**config.mk**
```make
export PLATFORM = sky130hd
export DESIGN_NAME = cla_two_level_adder
export DESIGN_NICKNAME = d
export VERILOG_FILES = /design/src/rtl/cla_two_level_adder.sv
export SDC_FILE = /design/constraint.sdc
export NUM_CORES = 1
export LEC_CHECK = 0
export ABC_AREA = 1
export CORE_MARGIN = 5
export CORE_UTILIZATION = 30
export DETAILED_ROUTE_END_ITERATION = 10
export SLEW_MARGIN = 30
export SYNTH_ARGS = -nofsm -noshare
export SYNTH_HDL_FRONTEND = slang
export SYNTH_SLANG_ARGS = --single-unit
```
**constraint.sdc**
```tcl
create_clock -name vclk -period 4.5
set_clock_uncertainty 0.1 [all_clocks]
set_input_delay 0.675 -clock vclk [all_inputs]
set_output_delay 0.675 -clock vclk [all_outputs]
set_load 0.05 [all_outputs]
```
**src/rtl/cla_two_level_adder.sv**
```systemverilog
module cla_two_level_adder #(
  parameter int WIDTH = 16
) (
  input  logic [WIDTH-1:0] a,
  input  logic [WIDTH-1:0] b,
  input  logic             cin,
  output logic [WIDTH-1:0] sum,
  output logic             cout,
  output logic             blk_p,
  output logic             blk_g
);
  localparam int GW = 4;
  localparam int NG = WIDTH / GW;

  // Flat sum of products for the carry into position j (j >= 1):
  // OR over k<j of g[k] & p[k+1..j-1], plus p[0..j-1] & c0.
  function automatic logic carry_at(input logic [WIDTH-1:0] g,
                                    input logic [WIDTH-1:0] p,
                                    input logic c0, input int j);
    logic acc, prod;
    acc  = 1'b0;
    prod = 1'b1;
    for (int k = WIDTH - 1; k >= 0; k--) begin
      if (k < j) begin
        acc  = acc | (g[k] & prod);
        prod = prod & p[k];
      end
    end
    return acc | (prod & c0);
  endfunction

  logic [WIDTH-1:0] bg, bp;
  logic [NG-1:0]    grp_g, grp_p;
  logic [NG:0]      gc;
  logic [NG-1:0]    grp_co;

  assign bg = a & b;
  assign bp = a | b;

  genvar gi, bi;
  generate
    for (gi = 0; gi < NG; gi++) begin : g_grp
      logic [GW-1:0] sg, sp;
      logic [GW:0]   lc;
      assign sg = bg[gi*GW +: GW];
      assign sp = bp[gi*GW +: GW];
      assign grp_p[gi] = &sp;
      assign grp_g[gi] = carry_at(WIDTH'(sg), WIDTH'(sp), 1'b0, GW);
      assign lc[0] = gc[gi];
      for (bi = 1; bi <= GW; bi++) begin : g_bit
        assign lc[bi] = carry_at(WIDTH'(sg), WIDTH'(sp), gc[gi], bi);
      end
      assign sum[gi*GW +: GW] = a[gi*GW +: GW] ^ b[gi*GW +: GW] ^ lc[GW-1:0];
      assign grp_co[gi] = lc[GW];
    end

    assign gc[0] = cin;
    for (gi = 1; gi <= NG; gi++) begin : g_top
      assign gc[gi] = carry_at(WIDTH'(grp_g), WIDTH'(grp_p), cin, gi);
    end
  endgenerate

  assign cout  = gc[NG];
  assign blk_p = &grp_p;
  assign blk_g = carry_at(WIDTH'(grp_g), WIDTH'(grp_p), 1'b0, NG);

  always_comb begin
    assert_sum_R1 : assert (sum == WIDTH'(a + b + WIDTH'(cin)))
      else $error("sum mismatch");
    assert_cout_R2 : assert (cout == (({1'b0, a} + {1'b0, b} + (WIDTH+1)'(cin)) >> WIDTH))
      else $error("cout mismatch");
    assert_block_terms_R5 : assert (cout == (blk_g | (blk_p & cin)))
      else $error("block terms disagree with cout");
    assert_group_link_R6 : assert (grp_co == gc[NG:1])
      else $error("second-level carry differs from group carry-out");
  end

  initial begin
    assert_width_R7 : assert (WIDTH % GW == 0 && WIDTH >= GW)
      else $error("WIDTH must be a multiple of four");
  end
endmodule

```
==> results of run 1 <==
worst paths after layout:
| kind | start | end | slack [ns] | cells after the start |
|---|---|---|---|---|
| max | a[3] | sum[13] | 0.50 | 11 |
| min | b[13] | sum[13] | 2.61 | 5 |
report_power, final:
group | internal, W | total [W] | switching (W) | leakage (nW)
combinational | 0.000121 | 0.000320 | 0.000199 | 0.977
clock | 0 | 0 | 0 | 0
sequential | 0 | 0 | 0 | 0
logic make-up (layout without fill, tap and decap cells):
family / Yosys count / after routing
buffers and inverters: 57 / 109
xor gates and xnor gates: 8 / 8
AOI/OAI and AO/OA: 11 / 11
adders and majority gates: 36 / 36
and+or+nand+nor: 72 / 72
layer usage:
metal  wire length [um]  global-route usage  part of all wire
met5                  0                   0                 0
met4                  0                   0                 0
met3                221              0.0125             0.090
met2               1080               0.164              0.44
met1               1150               0.120              0.47
synth_stat cells (all sizes together):
| library cell | instances |
|---|---|
| nor3 | 4 |
| ha | 32 |
| xnor2 | 2 |
| fa | 4 |
| a221oi | 1 |
| xor2 | 6 |
| nor4 | 1 |
| a31oi | 1 |
| nor2 | 14 |
| o21bai | 2 |
| inv | 57 |
| nand2 | 38 |
| a21oi | 5 |
| nand3 | 13 |
| o21ai | 2 |
| nand4 | 2 |
stage by stage:
step | setup WS [ns] | instances | hold slack [ns]
2_1_floorplan | 1.04 | 184 | 1.63
3_3_place_gp | 0.462 | 284 | 2.62
3_5_place_dp | 0.457 | 284 | 2.62
4_1_cts | 0.451 | 284 | 2.62
5_1_grt | 0.293 | 284 | 2.66
6_report | 0.495 | 284 | 2.61
final cells by class:
type | count | area (um^2) | area share
timing repair buffer | 52 | 520 | 0.298
inverter | 57 | 214 | 0.123
tap | 48 | 60.1 | 0.0344
multi-input combinational | 127 | 951 | 0.545
worst min-delay path, cell delays in order:
cell and delay (ns):
sky130_fd_sc_hd__clkdlybuf4s50_1 0.42, sky130_fd_sc_hd__inv_1 0.06, sky130_fd_sc_hd__ha_1 0.12, sky130_fd_sc_hd__xor2_1 0.06, sky130_fd_sc_hd__clkdlybuf4s50_1 0.69
==> impl_metrics.prom, run 1 <==
# TYPE chip_impl_metric gauge
chip_impl_info{name="outcome",value="completed"} 1
chip_impl_metric{name="share_of_synthesized_area_occupied_by_flip_flops_and_latches",unit=""} 0
chip_impl_metric{name="placementRows",unit=""} 22
chip_impl_metric{name="fill_cells",unit=""} 409
chip_impl_metric{name="syn-instance-count",unit=""} 184
chip_impl_metric{name="syn_avg_cell_area",unit="um^2"} 6.33
chip_impl_info{name="critical_path_class",value="input pin to output port"} 1
chip_impl_metric{name="final_util",unit=""} 0.470
chip_impl_metric{name="period_needed",unit="ns"} 4.00
chip_impl_metric{name="mappedNetlistArea",unit="um^2"} 1160
chip_impl_metric{name="synth.net_count",unit=""} 253
chip_impl_metric{name="number_of_warnings_reported_in_the_yosys_synthesis_log",unit=""} 0
chip_impl_metric{name="clock_buffers",unit=""} 0
chip_impl_metric{name="timing.setup.tns",unit="ns"} 0
chip_impl_metric{name="synthSimpleGateAreaFrac",unit=""} 0.281
chip_impl_metric{name="num-nets-final",unit=""} 307
chip_impl_metric{name="io_buffers",unit=""} 52
chip_impl_info{name="leading_cell_types_in_the_layout_fill_and_taps_excluded",value="57 x sky130_fd_sc_hd__inv_1, 52 x sky130_fd_sc_hd__clkdlybuf4s50_1, 38 x sky130_fd_sc_hd__nand2_1"} 1
chip_impl_info{name="yosysTopAreaCell",value="sky130_fd_sc_hd__ha_1"} 1
chip_impl_metric{name="num_io_pins",unit=""} 52
chip_impl_metric{name="detail_route.vias_per_cell",unit=""} 4.11
chip_impl_metric{name="worstPathMaxFanout",unit=""} 4
chip_impl_metric{name="vias",unit=""} 1167
chip_impl_metric{name="diodes",unit=""} 0
chip_impl_metric{name="drv_cap",unit=""} 0
chip_impl_info{name="category_of_the_worst_setup_path_capture_point",value="output port"} 1
chip_impl_metric{name="synthAdderAreaFrac",unit=""} 0.412
chip_impl_info{name="critPathSlowestCell",value="sky130_fd_sc_hd__clkdlybuf4s50_1"} 1
chip_impl_metric{name="report.final.hold_viol_count",unit=""} 0
chip_impl_info{name="synth.area.top_cells",value="sky130_fd_sc_hd__ha_1 34%, sky130_fd_sc_hd__inv_1 18%, sky130_fd_sc_hd__nand2_1 12%"} 1
chip_impl_metric{name="cpPeakStageDelay",unit="ns"} 0.82
chip_impl_metric{name="seq_area",unit="um^2"} 0
chip_impl_metric{name="timing.critical_path.required",unit="ns"} 3.72
chip_impl_metric{name="first_global_vias",unit=""} 1099
chip_impl_metric{name="postLayoutCellArea",unit="um^2"} 1750
chip_impl_metric{name="1st_iter_drt_viols",unit=""} 16
chip_impl_info{name="setup_repair_after_global_routing_missed_its_margin",value="false"} 1
chip_impl_metric{name="seq_cell_count",unit=""} 0
chip_impl_metric{name="slew-limit-headroom",unit=""} 0.656
chip_impl_metric{name="grt.overflow.total",unit=""} 0
chip_impl_metric{name="grt_max_degree",unit=""} 6
chip_impl_metric{name="route.antenna.remaining_nets",unit=""} 0
chip_impl_metric{name="core_region_area",unit="um^2"} 3720
chip_impl_metric{name="path_buf_inv",unit=""} 4
chip_impl_metric{name="totalPowerFinal",unit="W"} 0.000320
chip_impl_metric{name="final_min_period_over_clock_period",unit=""} 0.890
chip_impl_metric{name="post_synth_mux_area_share",unit=""} 0
chip_impl_metric{name="place_hpwl",unit="mm"} 2.28
chip_impl_metric{name="syn_to_final_growth",unit="%"} 49.8
chip_impl_metric{name="die-area",unit="um^2"} 5230
chip_impl_metric{name="synth-compound-area-share",unit=""} 0.0623
chip_impl_metric{name="fmax",unit="GHz"} 0.250
chip_impl_info{name="worstSetupStartpointType",value="input pin"} 1
chip_impl_metric{name="tightestPinTransition",unit="ns"} 0.514
chip_impl_metric{name="drt_drc",unit=""} 0
chip_impl_metric{name="antenna_found_initial",unit=""} 0
chip_impl_metric{name="grt.total_usage",unit=""} 0.0902
chip_impl_metric{name="global_route_wire_length_before_repair",unit="mm"} 4.12
chip_impl_metric{name="die_height",unit="um"} 72.3
chip_impl_metric{name="floorplan.die.width",unit="um"} 72.3
chip_impl_info{name="crit_family",value="buffers and inverters"} 1
chip_impl_metric{name="cts_setup_buffers",unit=""} 0
chip_impl_metric{name="synth.distinct_cells",unit=""} 19
chip_impl_metric{name="count_of_cells_resized_by_post_cts_repair",unit=""} 0
chip_impl_info{name="path_cells",value="clkdlybuf4s50_1, inv_1, ha_1, inv_1, a21oi_2, nand3_2, nand2_1, nand3_2, fa_1, xor2_1, clkdlybuf4s50_1"} 1
chip_impl_metric{name="power_per_cell_area",unit="nW/um^2"} 183
chip_impl_info{name="mostFrequentLayoutCell",value="sky130_fd_sc_hd__inv_1"} 1
chip_impl_metric{name="detail_route.wirelength",unit="mm"} 2.45
chip_impl_metric{name="dpl-instance-area",unit="um^2"} 1750
chip_impl_metric{name="synth_xor_xnor_area_share",unit=""} 0.0602
chip_impl_metric{name="cp.arrival",unit="ns"} 3.23
chip_impl_metric{name="floorplan.initialDensity",unit=""} 0.313
chip_impl_metric{name="worst_ir_drop_on_vdd",unit="mV"} 0.0825
chip_impl_metric{name="setup_violations",unit=""} 0
chip_impl_metric{name="cts_hold_buf",unit=""} 0
chip_impl_metric{name="wl_per_cell",unit="um"} 8.61
chip_impl_metric{name="final_layout_size_suffix_gt1_frac",unit=""} 0.0339
chip_impl_metric{name="finalWeightedCongestion",unit=""} 0.749
chip_impl_metric{name="slew_violations",unit=""} 0
chip_impl_info{name="min_path_type",value="input pin to output port"} 1
chip_impl_metric{name="first_pass_iters",unit=""} 4
chip_impl_metric{name="leakage_power_figure",unit="nW"} 0.977
chip_impl_metric{name="yosys.area.top_type_share",unit=""} 0.344
chip_impl_info{name="synth_top_family_by_area",value="adder cells"} 1
Note: power is estimated with default switching activity, not from simulation.
==> run 2: changes to the inputs <==
--- a/config.mk
+++ b/config.mk
@@ -9,6 +9,7 @@
 export CORE_MARGIN = 5
 export CORE_UTILIZATION = 30
 export DETAILED_ROUTE_END_ITERATION = 10
+export GPL_ROUTABILITY_DRIVEN = 0
 export SLEW_MARGIN = 30
 export SYNTH_ARGS = -nofsm -noshare
 export SYNTH_HDL_FRONTEND = slang
==> results of run 2 <==
The final DEF is identical to that of run 1; final timing and power are the same.
==> run 3: changes to the inputs <==
--- a/config.mk
+++ b/config.mk
@@ -10,6 +10,7 @@
 export CORE_UTILIZATION = 30
 export DETAILED_ROUTE_END_ITERATION = 10
 export GPL_ROUTABILITY_DRIVEN = 0
+export SETUP_SLACK_MARGIN = 0.5
 export SLEW_MARGIN = 30
 export SYNTH_ARGS = -nofsm -noshare
 export SYNTH_HDL_FRONTEND = slang
==> impl_metrics.prom, run 3 (synthesis results as in run 1) <==
# TYPE chip_impl_metric gauge
chip_impl_metric{name="clock_buffers",unit=""} 0
chip_impl_metric{name="leakage_power_figure",unit="nW"} 1.05
chip_impl_info{name="leading_cell_types_in_the_layout_fill_and_taps_excluded",value="57 x sky130_fd_sc_hd__inv_1, 44 x sky130_fd_sc_hd__clkdlybuf4s50_1, 38 x sky130_fd_sc_hd__nand2_1"} 1
chip_impl_info{name="cp_common_cell",value="sky130_fd_sc_hd__nand2_1"} 1
chip_impl_metric{name="count_of_cells_resized_by_post_cts_repair",unit=""} 1
chip_impl_info{name="worstSetupStartpointType",value="input pin"} 1
chip_impl_metric{name="detail_route.vias_per_cell",unit=""} 4.13
chip_impl_metric{name="first_pass_iters",unit=""} 4
chip_impl_metric{name="grt.total_usage",unit=""} 0.0902
chip_impl_info{name="crit_family",value="buffers and inverters"} 1
chip_impl_metric{name="floorplan.die.width",unit="um"} 72.3
chip_impl_metric{name="route.antenna.remaining_nets",unit=""} 0
chip_impl_info{name="min_path_type",value="input pin to output port"} 1
chip_impl_metric{name="diodes",unit=""} 0
chip_impl_metric{name="path_buf_inv",unit=""} 3
chip_impl_info{name="setup_repair_after_global_routing_missed_its_margin",value="false"} 1
chip_impl_metric{name="post-place-ws",unit="ns"} 0.457
chip_impl_info{name="critPathSlowestCell",value="sky130_fd_sc_hd__clkdlybuf4s50_1"} 1
chip_impl_metric{name="slew_violations",unit=""} 0
chip_impl_metric{name="slew-limit-headroom",unit=""} 0.656
chip_impl_metric{name="grt_max_degree",unit=""} 6
chip_impl_metric{name="cts_setup_buffers",unit=""} 0
chip_impl_metric{name="fmax",unit="GHz"} 0.262
chip_impl_metric{name="global_route_wire_length_before_repair",unit="mm"} 4.12
chip_impl_metric{name="placementRows",unit=""} 22
chip_impl_metric{name="core_region_area",unit="um^2"} 3720
chip_impl_metric{name="die_height",unit="um"} 72.3
chip_impl_metric{name="setup_violations",unit=""} 0
chip_impl_metric{name="cts_hold_buf",unit=""} 0
chip_impl_metric{name="timing.setup.tns",unit="ns"} 0
chip_impl_metric{name="1st_iter_drt_viols",unit=""} 19
chip_impl_metric{name="worst_ir_drop_on_vdd",unit="mV"} 0.0801
chip_impl_info{name="path_cells",value="clkdlybuf4s50_1, inv_1, ha_1, nor2_1, nand3_2, nor2_1, nand2_1, nand3_2, nand2_1, nand2_1, nand2_1, nand2_1, clkdlybuf4s50_1"} 1
chip_impl_metric{name="syn_to_final_growth",unit="%"} 51.2
chip_impl_info{name="mostFrequentLayoutCell",value="sky130_fd_sc_hd__inv_1"} 1
chip_impl_metric{name="grt.overflow.total",unit=""} 0
chip_impl_metric{name="period_needed",unit="ns"} 3.81
chip_impl_metric{name="seq_cell_count",unit=""} 0
chip_impl_metric{name="final_min_period_over_clock_period",unit=""} 0.847
chip_impl_metric{name="cp.arrival",unit="ns"} 3.04
chip_impl_metric{name="floorplan.initialDensity",unit=""} 0.313
chip_impl_metric{name="antenna_found_initial",unit=""} 0
chip_impl_metric{name="power_per_cell_area",unit="nW/um^2"} 180
chip_impl_metric{name="detail_route.wirelength",unit="mm"} 2.46
chip_impl_metric{name="timing.critical_path.required",unit="ns"} 3.72
chip_impl_metric{name="die-area",unit="um^2"} 5230
chip_impl_metric{name="vias",unit=""} 1173
chip_impl_info{name="outcome",value="completed"} 1
chip_impl_metric{name="io_buffers",unit=""} 52
chip_impl_metric{name="first_global_vias",unit=""} 1099
chip_impl_metric{name="num-nets-final",unit=""} 307
chip_impl_metric{name="num_io_pins",unit=""} 52
chip_impl_metric{name="cpPeakStageDelay",unit="ns"} 0.79
chip_impl_metric{name="drt_drc",unit=""} 0
chip_impl_metric{name="report.final.hold_viol_count",unit=""} 0
chip_impl_metric{name="place_hpwl",unit="mm"} 2.28
chip_impl_metric{name="wl_per_cell",unit="um"} 8.68
chip_impl_metric{name="tightestPinTransition",unit="ns"} 0.514
chip_impl_metric{name="final_layout_size_suffix_gt1_frac",unit=""} 0.0339
chip_impl_metric{name="seq_area",unit="um^2"} 0
chip_impl_info{name="category_of_the_worst_setup_path_capture_point",value="output port"} 1
chip_impl_metric{name="drv_cap",unit=""} 0
chip_impl_metric{name="worstPathMaxFanout",unit=""} 4
chip_impl_info{name="critical_path_class",value="input pin to output port"} 1
chip_impl_metric{name="layout_setup_ws",unit="ns"} 0.689
==> run 3: cell count changes in the layout (fill, tap and decap cells not counted), sizes merged <==
cell,before,now
clkdlybuf4s50,52,44
dlygate4sd2,0,1
dlymetal6s2s,0,7
==> run 3: path summary, 6_finish.rpt <==
path              startpoint       to  slack (ns)  depth (start not counted)
setup / recovery        a[7]  sum[14]        0.69                         13
hold / removal          b[9]   sum[9]        2.22                          5
==> run 3: power breakdown <==
group	total, W	internal [W]	switching [W]	leakage, nW
combinational	0.000316	0.000118	0.000199	1.05
clock	0	0	0	0
sequential	0	0	0	0
==> run 3: cell type report <==
class	count	area, um^2
Tap cell	48	60.1
Inverter	57	214
Multi-Input combinational cell	127	951
Timing Repair Buffer	52	537
Fill cell	406	1950
==> run 3: metal layers <==
metal,vias up,share of wire,GRT usage
met5,-,0,0
met3,0,0.094,0.0125
li1,653,-,-
met4,0,0,0
met1,485,0.47,0.120
met2,35,0.44,0.164
==> run 3: stage by stage <==
stage	std cells	hold WS, ns	cell area, um^2	utilization	power [W]
after floorplan	184	1.63	1160	-	0.000214
after global placement	284	2.62	1750	0.470	0.000323
after detailed placement	284	2.62	1750	0.470	0.000323
after CTS	284	2.34	1740	0.469	0.000323
after global routing	284	2.26	1760	0.474	0.000343
final	284	2.22	1760	0.474	0.000316
